### src/rtl/taint_pkg.sv
package taint_pkg;
  typedef enum logic {
    TRK_CONSERVATIVE = 1'b0,
    TRK_PRECISE      = 1'b1
  } track_mode_e;
endpackage

### src/rtl/taint_and.sv
module taint_and #(
  parameter int W = 8
) (
  input  logic         prec,
  input  logic [W-1:0] a,
  input  logic [W-1:0] at,
  input  logic [W-1:0] b,
  input  logic [W-1:0] bt,
  output logic [W-1:0] y,
  output logic [W-1:0] yt
);
  always_comb begin
    y = a & b;
    if (prec) yt = (a & bt) | (b & at) | (at & bt);
    else      yt = at | bt;
  end
endmodule

### src/rtl/taint_or.sv
module taint_or #(
  parameter int W = 8
) (
  input  logic         prec,
  input  logic [W-1:0] a,
  input  logic [W-1:0] at,
  input  logic [W-1:0] b,
  input  logic [W-1:0] bt,
  output logic [W-1:0] y,
  output logic [W-1:0] yt
);
  always_comb begin
    y = a | b;
    if (prec) yt = (~a & bt) | (~b & at) | (at & bt);
    else      yt = at | bt;
  end
endmodule

### src/rtl/taint_mux.sv
module taint_mux #(
  parameter int W = 8
) (
  input  logic         prec,
  input  logic         s,
  input  logic         st,
  input  logic [W-1:0] a,
  input  logic [W-1:0] at,
  input  logic [W-1:0] b,
  input  logic [W-1:0] bt,
  output logic [W-1:0] y,
  output logic [W-1:0] yt
);
  logic [W-1:0] s_v, st_v;
  always_comb begin
    s_v  = {W{s}};
    st_v = {W{st}};
    y    = s ? b : a;
    if (prec) yt = (~s_v & at) | (s_v & bt) | (st_v & ((a ^ b) | at | bt));
    else      yt = st_v | at | bt;
  end
endmodule

### src/rtl/taint_regs.sv
module taint_regs #(
  parameter int W   = 8,
  parameter int NCH = 4
) (
  input  logic                    clk,
  input  logic                    prec,
  input  logic                    clr,
  input  logic                    clr_t,
  input  logic [NCH-1:0][W-1:0]   d,
  input  logic [NCH-1:0][W-1:0]   dt,
  output logic [NCH-1:0][W-1:0]   q,
  output logic [NCH-1:0][W-1:0]   qt
);
  logic [W-1:0] keep_v, keep_t;
  logic [NCH-1:0][W-1:0] nx, nxt;

  assign keep_v = {W{~clr}};
  assign keep_t = {W{clr_t}};

  for (genvar ch = 0; ch < NCH; ch++) begin : g_ch
    taint_and #(.W(W)) u_gate (
      .prec(prec), .a(keep_v), .at(keep_t),
      .b(d[ch]), .bt(dt[ch]), .y(nx[ch]), .yt(nxt[ch])
    );
    always_ff @(posedge clk) begin
      q[ch]  <= nx[ch];
      qt[ch] <= nxt[ch];
    end
  end
endmodule

### src/rtl/glift_slice.sv
module glift_slice #(
  parameter int W = 8
) (
  input  logic         clk,
  input  logic         precise,
  input  logic         clr,
  input  logic         clr_t,
  input  logic [W-1:0] a,
  input  logic [W-1:0] a_t,
  input  logic [W-1:0] b,
  input  logic [W-1:0] b_t,
  input  logic [W-1:0] c,
  input  logic [W-1:0] c_t,
  input  logic         sel,
  input  logic         sel_t,
  output logic [W-1:0] y_and,
  output logic [W-1:0] y_and_t,
  output logic [W-1:0] y_or,
  output logic [W-1:0] y_or_t,
  output logic [W-1:0] y_mux,
  output logic [W-1:0] y_mux_t,
  output logic [W-1:0] y_cmp,
  output logic [W-1:0] y_cmp_t
);
  import taint_pkg::*;
  localparam int NCH = 4;

  track_mode_e mode;
  logic        prec;
  logic [W-1:0] and_v, and_t, or_v, or_t, mux_v, mux_t, cmp_v, cmp_t;
  logic [NCH-1:0][W-1:0] d, dt, q, qt;

  assign mode = track_mode_e'(precise);
  assign prec = (mode == TRK_PRECISE);

  taint_and #(.W(W)) u_and (.prec(prec), .a(a), .at(a_t), .b(b), .bt(b_t),
                            .y(and_v), .yt(and_t));
  taint_or  #(.W(W)) u_or  (.prec(prec), .a(a), .at(a_t), .b(b), .bt(b_t),
                            .y(or_v), .yt(or_t));
  taint_mux #(.W(W)) u_mux (.prec(prec), .s(sel), .st(sel_t), .a(a), .at(a_t),
                            .b(b), .bt(b_t), .y(mux_v), .yt(mux_t));
  // composition: AND cell output feeds a second OR cell with operand c
  taint_or  #(.W(W)) u_cmp (.prec(prec), .a(and_v), .at(and_t), .b(c), .bt(c_t),
                            .y(cmp_v), .yt(cmp_t));

  assign d  = {cmp_v, mux_v, or_v, and_v};
  assign dt = {cmp_t, mux_t, or_t, and_t};

  taint_regs #(.W(W), .NCH(NCH)) u_regs (
    .clk(clk), .prec(prec), .clr(clr), .clr_t(clr_t),
    .d(d), .dt(dt), .q(q), .qt(qt)
  );

  assign y_and   = q[0];
  assign y_and_t = qt[0];
  assign y_or    = q[1];
  assign y_or_t  = qt[1];
  assign y_mux   = q[2];
  assign y_mux_t = qt[2];
  assign y_cmp   = q[3];
  assign y_cmp_t = qt[3];

  // conservative labels are the OR of the cone labels
  p_cons_and_r1: assert property (@(posedge clk) disable iff (clr)
    (!precise) |=> (y_and_t == $past(a_t | b_t | {W{clr_t}})));
  // clean zero operand masks AND taint
  p_and_mask_r2: assert property (@(posedge clk) disable iff (clr)
    (precise && !clr_t) |=> ((y_and_t & $past((~a & ~a_t) | (~b & ~b_t))) == '0));
  // clean one operand masks OR taint
  p_or_mask_r3: assert property (@(posedge clk) disable iff (clr)
    (precise && !clr_t) |=> ((y_or_t & $past((a & ~a_t) | (b & ~b_t))) == '0));
  // clean select passes the chosen operand label
  p_mux_pass_r4: assert property (@(posedge clk) disable iff (clr)
    (precise && !sel_t && !clr_t) |=> (y_mux_t == $past(sel ? b_t : a_t)));
  // data captured one cycle later
  p_capture_r6: assert property (@(posedge clk) disable iff (clr)
    1'b1 |=> (y_or == $past(a | b)));
  // clean clear in precise mode zeroes data and labels
  p_clear_r7: assert property (@(posedge clk) disable iff (clr)
    $past(clr & ~clr_t & precise) |-> (y_cmp == '0 && y_cmp_t == '0 && y_mux_t == '0));
endmodule

### config.mk
export PLATFORM = sky130hd
export DESIGN_NAME = glift_slice
export DESIGN_NICKNAME = d
export VERILOG_FILES = /design/src/rtl/taint_pkg.sv /design/src/rtl/taint_and.sv /design/src/rtl/taint_or.sv /design/src/rtl/taint_mux.sv /design/src/rtl/taint_regs.sv /design/src/rtl/glift_slice.sv
export SDC_FILE = /design/constraint.sdc
export NUM_CORES = 1
export LEC_CHECK = 0
export BUFFER_PORTS_ARGS = -buffer_cell sky130_fd_sc_hd__buf_2
export CORE_MARGIN = 2
export CORE_UTILIZATION = 51
export CTS_BUF_LIST = sky130_fd_sc_hd__clkbuf_8
export DETAILED_ROUTE_END_ITERATION = 16
export GPL_ROUTABILITY_DRIVEN = 0
export GPL_TIMING_DRIVEN = 0
export PLACE_DENSITY = 0.92
export SYNTH_ARGS = -nofsm -noshare
export SYNTH_HDL_FRONTEND = slang
export SYNTH_SLANG_ARGS = --single-unit
### constraint.sdc
create_clock -name clk -period 1.4 [get_ports clk]
set_clock_uncertainty 0.15 [all_clocks]
set_input_delay 0 -clock clk [delete_from_list [all_inputs] [get_ports clk]]
set_output_delay 0 -clock clk [all_outputs]
set_load 0.005 [all_outputs]
==> out/results.tsv, run 1 <==
stage	metric	value	unit
placement	dpl cells	567	
clock_network	CTS sink cnt	64	
sta	Worst slew margin	50.1	%
setup_path	Critical Path Slowest Stage Cell	dlygate4sd3_1	
grt	antenna violations before repair	0	
sta	min Tclk post-route	1400	ps
routing	total number of vias	3955	
synthesis	synthesized net count	459	
cells_and_area	Layout fillers	369	
synthesis	ys flop type	dfxtp_1	
sta	worst setup margin	-1.44	ps
cells_and_area	n_diodes	0	
synthesis	fraction of registers with async set/reset	0	%
grt	first-pass GRT wire length	18900	um
grt	gr usage total	34.5	%
setup_path	crit path kind	in2reg	
sta	final worst path period share	100	%
clock_network	clock buffer count from CTS	9	
routing	Via-to-Cell Ratio	6.03	
run_status	failing checks	hold timing, setup timing	
routing	DRC viols	0	
placement	IO buf count	103	
run_status	run status	finished, violations left	
floorplan	Die W	83.3	um
power_and_ir_drop	post-layout total power	4430	uW
floorplan	Die Y	83.3	um
clock_network	Root Buffer	clkbuf_8	
sta	fmax	714	MHz
setup_path	crit path buf inv count	3	
clock_network	H-tree Lvls	3	
setup_path	crit end category	flop	
synthesis	#FFs+latches synth	64	
grt	Overflow after GRT	0	
power_and_ir_drop	pwr dens	932	nW/um2
synthesis	top post-synthesis cells by area	dfxtp_1, ha_1, nor2_1	
routing	Starting DRT DRC Count	432	
routing	final wirelength	12200	um
cells_and_area	post-route cell area	4750	um2
clock_network	clk buf depth	2	
synthesis	Mapped Area	3210	um2
placement	Post-DP Area	3820	um2
routing	Final ANT Viol Nets	0	
routing	DR WL/cell	18.6	um
grt	pin count of the biggest net entering global routing	11	
cells_and_area	most frequent cells in the layout	buf_2, dlygate4sd3_1, dfxtp_1	
synthesis	Post-Synthesis Cells	389	
floorplan	I/O pins	118	
setup_path	delay-heaviest family, CP	buffers and inverters	
run	number of max-cap violations	0	
sta	worst-margin pin slew	748	ps
cells_and_area	layout cells sized above 1	24.1	%
sta	WHS	-14.2	ps
cells_and_area	area grow syn2layout	48.1	%
power_and_ir_drop	Leak Pwr	0.00226	uW
clock_network	CTS tree	done	
grt	number of global-route vias before repair	4030	
setup_path	CP max FO	8	
synthesis	largest area contributor in the netlist	dfxtp_1	
sta	Final Hold Fails	3	
synthesis	post-synthesis sequential area ratio	39.9	%
synthesis	syn avg cell area	8.25	um2
cells_and_area	commonest non-fill, non-tap cell in the layout	buf_2	
floorplan	Cell Rows	28	
synthesis	top cell type's share of synthesized area	39.9	%
placement	post-place setup slack	-102	ps
power_and_ir_drop	Max IR drop VDD	0.726	mV
routing	First-pass DRT Iterations	8	
min_path	HP Class	in2reg	
placement	Post-DP HPWL	7080	um
synthesis	warnings from Yosys	0	
setup_path	CP startpoint kind	input pin	
floorplan	Core Area	5990	um2
floorplan	Initial Util	53.6	%
setup_path	max incr delay on CP	580	ps
setup_path	Req. time, crit path	1470	ps
setup_path	CP arrival	1470	ps
sta	Final Slew Violations	0	
clock_network	Clock transition at path regs	70	ps
synthesis	Yosys cell types	37	
floorplan	DIE AREA	6950	um2
setup_path	crit path cell chain	buf_2 > dlygate4sd3_1 > inv_2 > a21oi_4 > a222oi_1 > o21ai_1	
synthesis	EDFF count, synth	0	
cells_and_area	Finished Layout Cells	656	
sta	setup violators final	1	
cells_and_area	NumNets Final	648	
-- final timing paths --
kind	startpoint	to	slack (ps)	cells after the start
worst max-delay path	precise	u_regs.qt[23]	-1	6
worst min-delay path	a[2]	u_regs.qt[18]	-10	5
-- per-layer routing --
layer  GRT usage (%)  wire, um  vias to the layer above
li1                -         -                     1745
met3            12.0      1580                       96
met5               0         0                        -
met1            37.2      4220                     1743
met4            24.3       705                        0
met2            56.2      5720                      371
-- logic make-up after synthesis --
logic type                 after synthesis  share of synthesized area [%]
and+or+nand+nor                        132                           18.7
AOI/OAI and AO/OA                      100                           21.7
DFF                                     64                           39.9
buffers and inverters                   62                           8.50
adders and majority gates               16                           6.24
muxes                                   15                           4.95
-- per-stage QoR --
step / utilization (%) / setup TNS [ps]
6_report: 79.4 / -1.44
5_1_grt: 79.4 / -118
4_1_cts: 78.9 / 0
3_5_place_dp: 63.8 / -620
3_3_place_gp: 63.8 / -288
2_1_floorplan: - / 0
-- tightest hold or removal path, stage by stage --
cell and delay [ps]:
buf_2 110, mux2i_1 90, nand2_1 70, a222oi_1 80, o21ai_1 100
-- final cells by class --
cell class	instances	area [um2]	share of cell area, %
buffer	30	158	3.32
clock buffer	10	138	2.89
clock inverter	4	16.3	0.342
inverter	31	116	2.45
multi-input combinational	263	1670	35.2
sequential	64	1280	26.9
tap	75	93.8	1.97
timing repair buffer	179	1280	26.9
-- synth_stat cells, types with 4 or more instances --
cell type	n
nand2_1	27
nor3_1	29
clkbuf_1	15
nor2_1	52
o21ai_0	22
o21ai_1	8
or3_1	8
mux2_2	7
nor2b_1	5
o311ai_0	4
mux2i_1	8
buf_2	10
a222oi_1	8
inv_1	31
a21oi_1	13
nor4_1	6
a31oi_1	4
dfxtp_1	64
o22ai_1	4
o221ai_1	6
o2111a_1	6
ha_1	16
a21o_1	14
-- repair_timing --
item / in CTS / in global routing
endpoints found under the hold margin: 63 / 2
endpoints found under the setup margin: 0 / 16
hold buffers: 75 / 1
resized for setup: 0 / 9
buffers inserted: 0 / 2
-- flip-flops by register name, indices dropped and copies added, names as in the netlist --
register   flops
u_regs.qt     32
u_regs.q      32
-- report_power, final --
part           switching, uW  internal, uW  total, uW
sequential              36.7          1960       2000
clock                    698           648       1350
combinational            577           510       1090
total                   1310          3120       4430
Power figures use the tool's default switching activity.
==> inputs of run 2 (changes only) <==
PLACE_DENSITY = 0.86   (was 0.92)
==> out/results.tsv, run 2 (synthesis gave the netlist of run 1 again) <==
stage	metric	value	unit	change
clock_network	Clock transition at path regs	70	ps	about the same
power_and_ir_drop	post-layout total power	4450	uW	+0.54%
cells_and_area	most frequent cells in the layout	buf_2, dlygate4sd3_1, dfxtp_1		
setup_path	CP startpoint kind	input pin		
grt	gr usage total	33.6	%	-0.90 points
placement	Post-DP HPWL	6830	um	-3.5%
cells_and_area	Regs by FF count	u_regs.q (32), u_regs.qt (32)		
routing	DR WL/cell	18.1	um	-2.8%
sta	Setup TNS	-86.3	ps	-84.9 ps
sta	Worst slew margin	49.6	%	-0.46 points
grt	first-pass GRT wire length	18600	um	-1.8%
placement	IO buf count	103		unchanged
power_and_ir_drop	Leak Pwr	0.00228	uW	+1.2%
cells_and_area	NumNets Final	646		-0.31%
routing	final wirelength	11900	um	-2.8%
clock_network	H-tree Lvls	3		unchanged
routing	Starting DRT DRC Count	507		+17%
cells_and_area	n_diodes	0		unchanged
clock_network	clock buffer count from CTS	9		unchanged
sta	Final Slew Violations	0		unchanged
grt	Overflow after GRT	0		unchanged
min_path	HP Class	in2reg		
routing	DRC viols	0		unchanged
setup_path	crit end category	flop		
clock_network	CTS tree	done		
floorplan	DIE AREA	6950	um2	unchanged
run_status	run status	finished, violations left		
sta	Final Hold Fails	8		+5
cells_and_area	area grow syn2layout	48.8	%	
run	number of max-cap violations	0		unchanged
floorplan	Core Area	5990	um2	unchanged
routing	total number of vias	3981		+0.66%
grt	pin count of the biggest net entering global routing	11		unchanged
sta	setup violators final	2		+1
clock_network	clk buf depth	2		unchanged
cells_and_area	commonest non-fill, non-tap cell in the layout	buf_2		
sta	final worst path period share	103	%	+3.1 points
power_and_ir_drop	pwr dens	932	nW/um2	about the same
sta	min Tclk post-route	1450	ps	+43.8 ps
grt	number of global-route vias before repair	3894		-3.4%
routing	First-pass DRT Iterations	7		-1
run_status	failing checks	hold timing, setup timing		
routing	Final ANT Viol Nets	0		unchanged
grt	antenna violations before repair	0		unchanged
clock_network	CTS Hold Bufs	75		unchanged
sta	worst-margin pin slew	755	ps	+6.97 ps
cells_and_area	Layout fillers	392		+6.2%
clock_network	Root Buffer	clkbuf_8		
sta	WHS	-38.8	ps	-24.6 ps
setup_path	crit path kind	in2reg		
cells_and_area	post-route core utilization	79.7	%	+0.36 points
floorplan	Die Y	83.3	um	unchanged
floorplan	Initial Util	53.6	%	unchanged
setup_path	Req. time, crit path	1460	ps	about the same
sta	worst setup margin	-45.3	ps	-43.8 ps
floorplan	Die W	83.3	um	unchanged
clock_network	CTS sink cnt	64		unchanged
floorplan	Cell Rows	28		unchanged
sta	fmax	692	MHz	-3.0%
power_and_ir_drop	Max IR drop VDD	0.635	mV	-13%
routing	Via-to-Cell Ratio	6.07		+0.66%
setup_path	CP max FO	8		unchanged
cells_and_area	layout cells sized above 1	25.1	%	+1.0 points
sta	RSZ-0062 raised after global routing	true		
floorplan	I/O pins	118		unchanged
setup_path	CP arrival	1510	ps	+40 ps
## run 2: where the power goes
| part | internal (uW) | switching [uW] |
|---|---|---|
| Combinational | 512 | 567 |
| Clock | 665 | 716 |
| Sequential | 1960 | 34.1 |
## run 2: critical path, cell delays in order
cell and delay, ps:
dlygate4sd3_1 540, buf_2 170, or3_1 380, a222oi_1 260
o21ai_1 160
## run 2: metrics by stage
step	worst slack, ps	std cells	cell area, um2
6_report	-45.3	656	4780
5_1_grt	-51.2	656	4780
4_1_cts	12.5	658	4740
3_5_place_dp	-60.9	567	3820
3_3_place_gp	-42.7	567	3820
2_1_floorplan	222	389	3210
## run 2: path summary, 6_finish.rpt
path | start | to | depth (start not counted)
worst min-delay path | a[5] | u_regs.q[21] | 4
worst max-delay path | b_t[1] | u_regs.qt[17] | 5
## run 2: repair_timing
action / CTS / global route
resized for setup: 0 / 18
endpoints found under the setup margin: 0 / 16
buffers inserted: 0 / 4
hold endpoints to repair: 61 / 1
## run 2: area by class of cell
| type | instances | area (um2) | area share, % |
|---|---|---|---|
| Multi-Input combinational cell | 263 | 1690 | 35.3 |
| Sequential cell | 64 | 1280 | 26.8 |
| Timing Repair Buffer | 178 | 1280 | 26.8 |
| Buffer | 29 | 154 | 3.22 |
| Clock buffer | 10 | 138 | 2.88 |
| Inverter | 31 | 116 | 2.44 |
| Tap cell | 75 | 93.8 | 1.96 |
| Clock inverter | 6 | 28.8 | 0.603 |
## run 2: metal layers
| layer | track usage (%) | vias to the layer above | share of wire (%) |
|---|---|---|---|
| li1 | - | 1748 | - |
| met1 | 38.9 | 1771 | 36 |
| met2 | 54.9 | 381 | 46 |
| met3 | 8.25 | 81 | 13 |
| met4 | 22.2 | 0 | 5.8 |
| met5 | 0 | - | 0 |
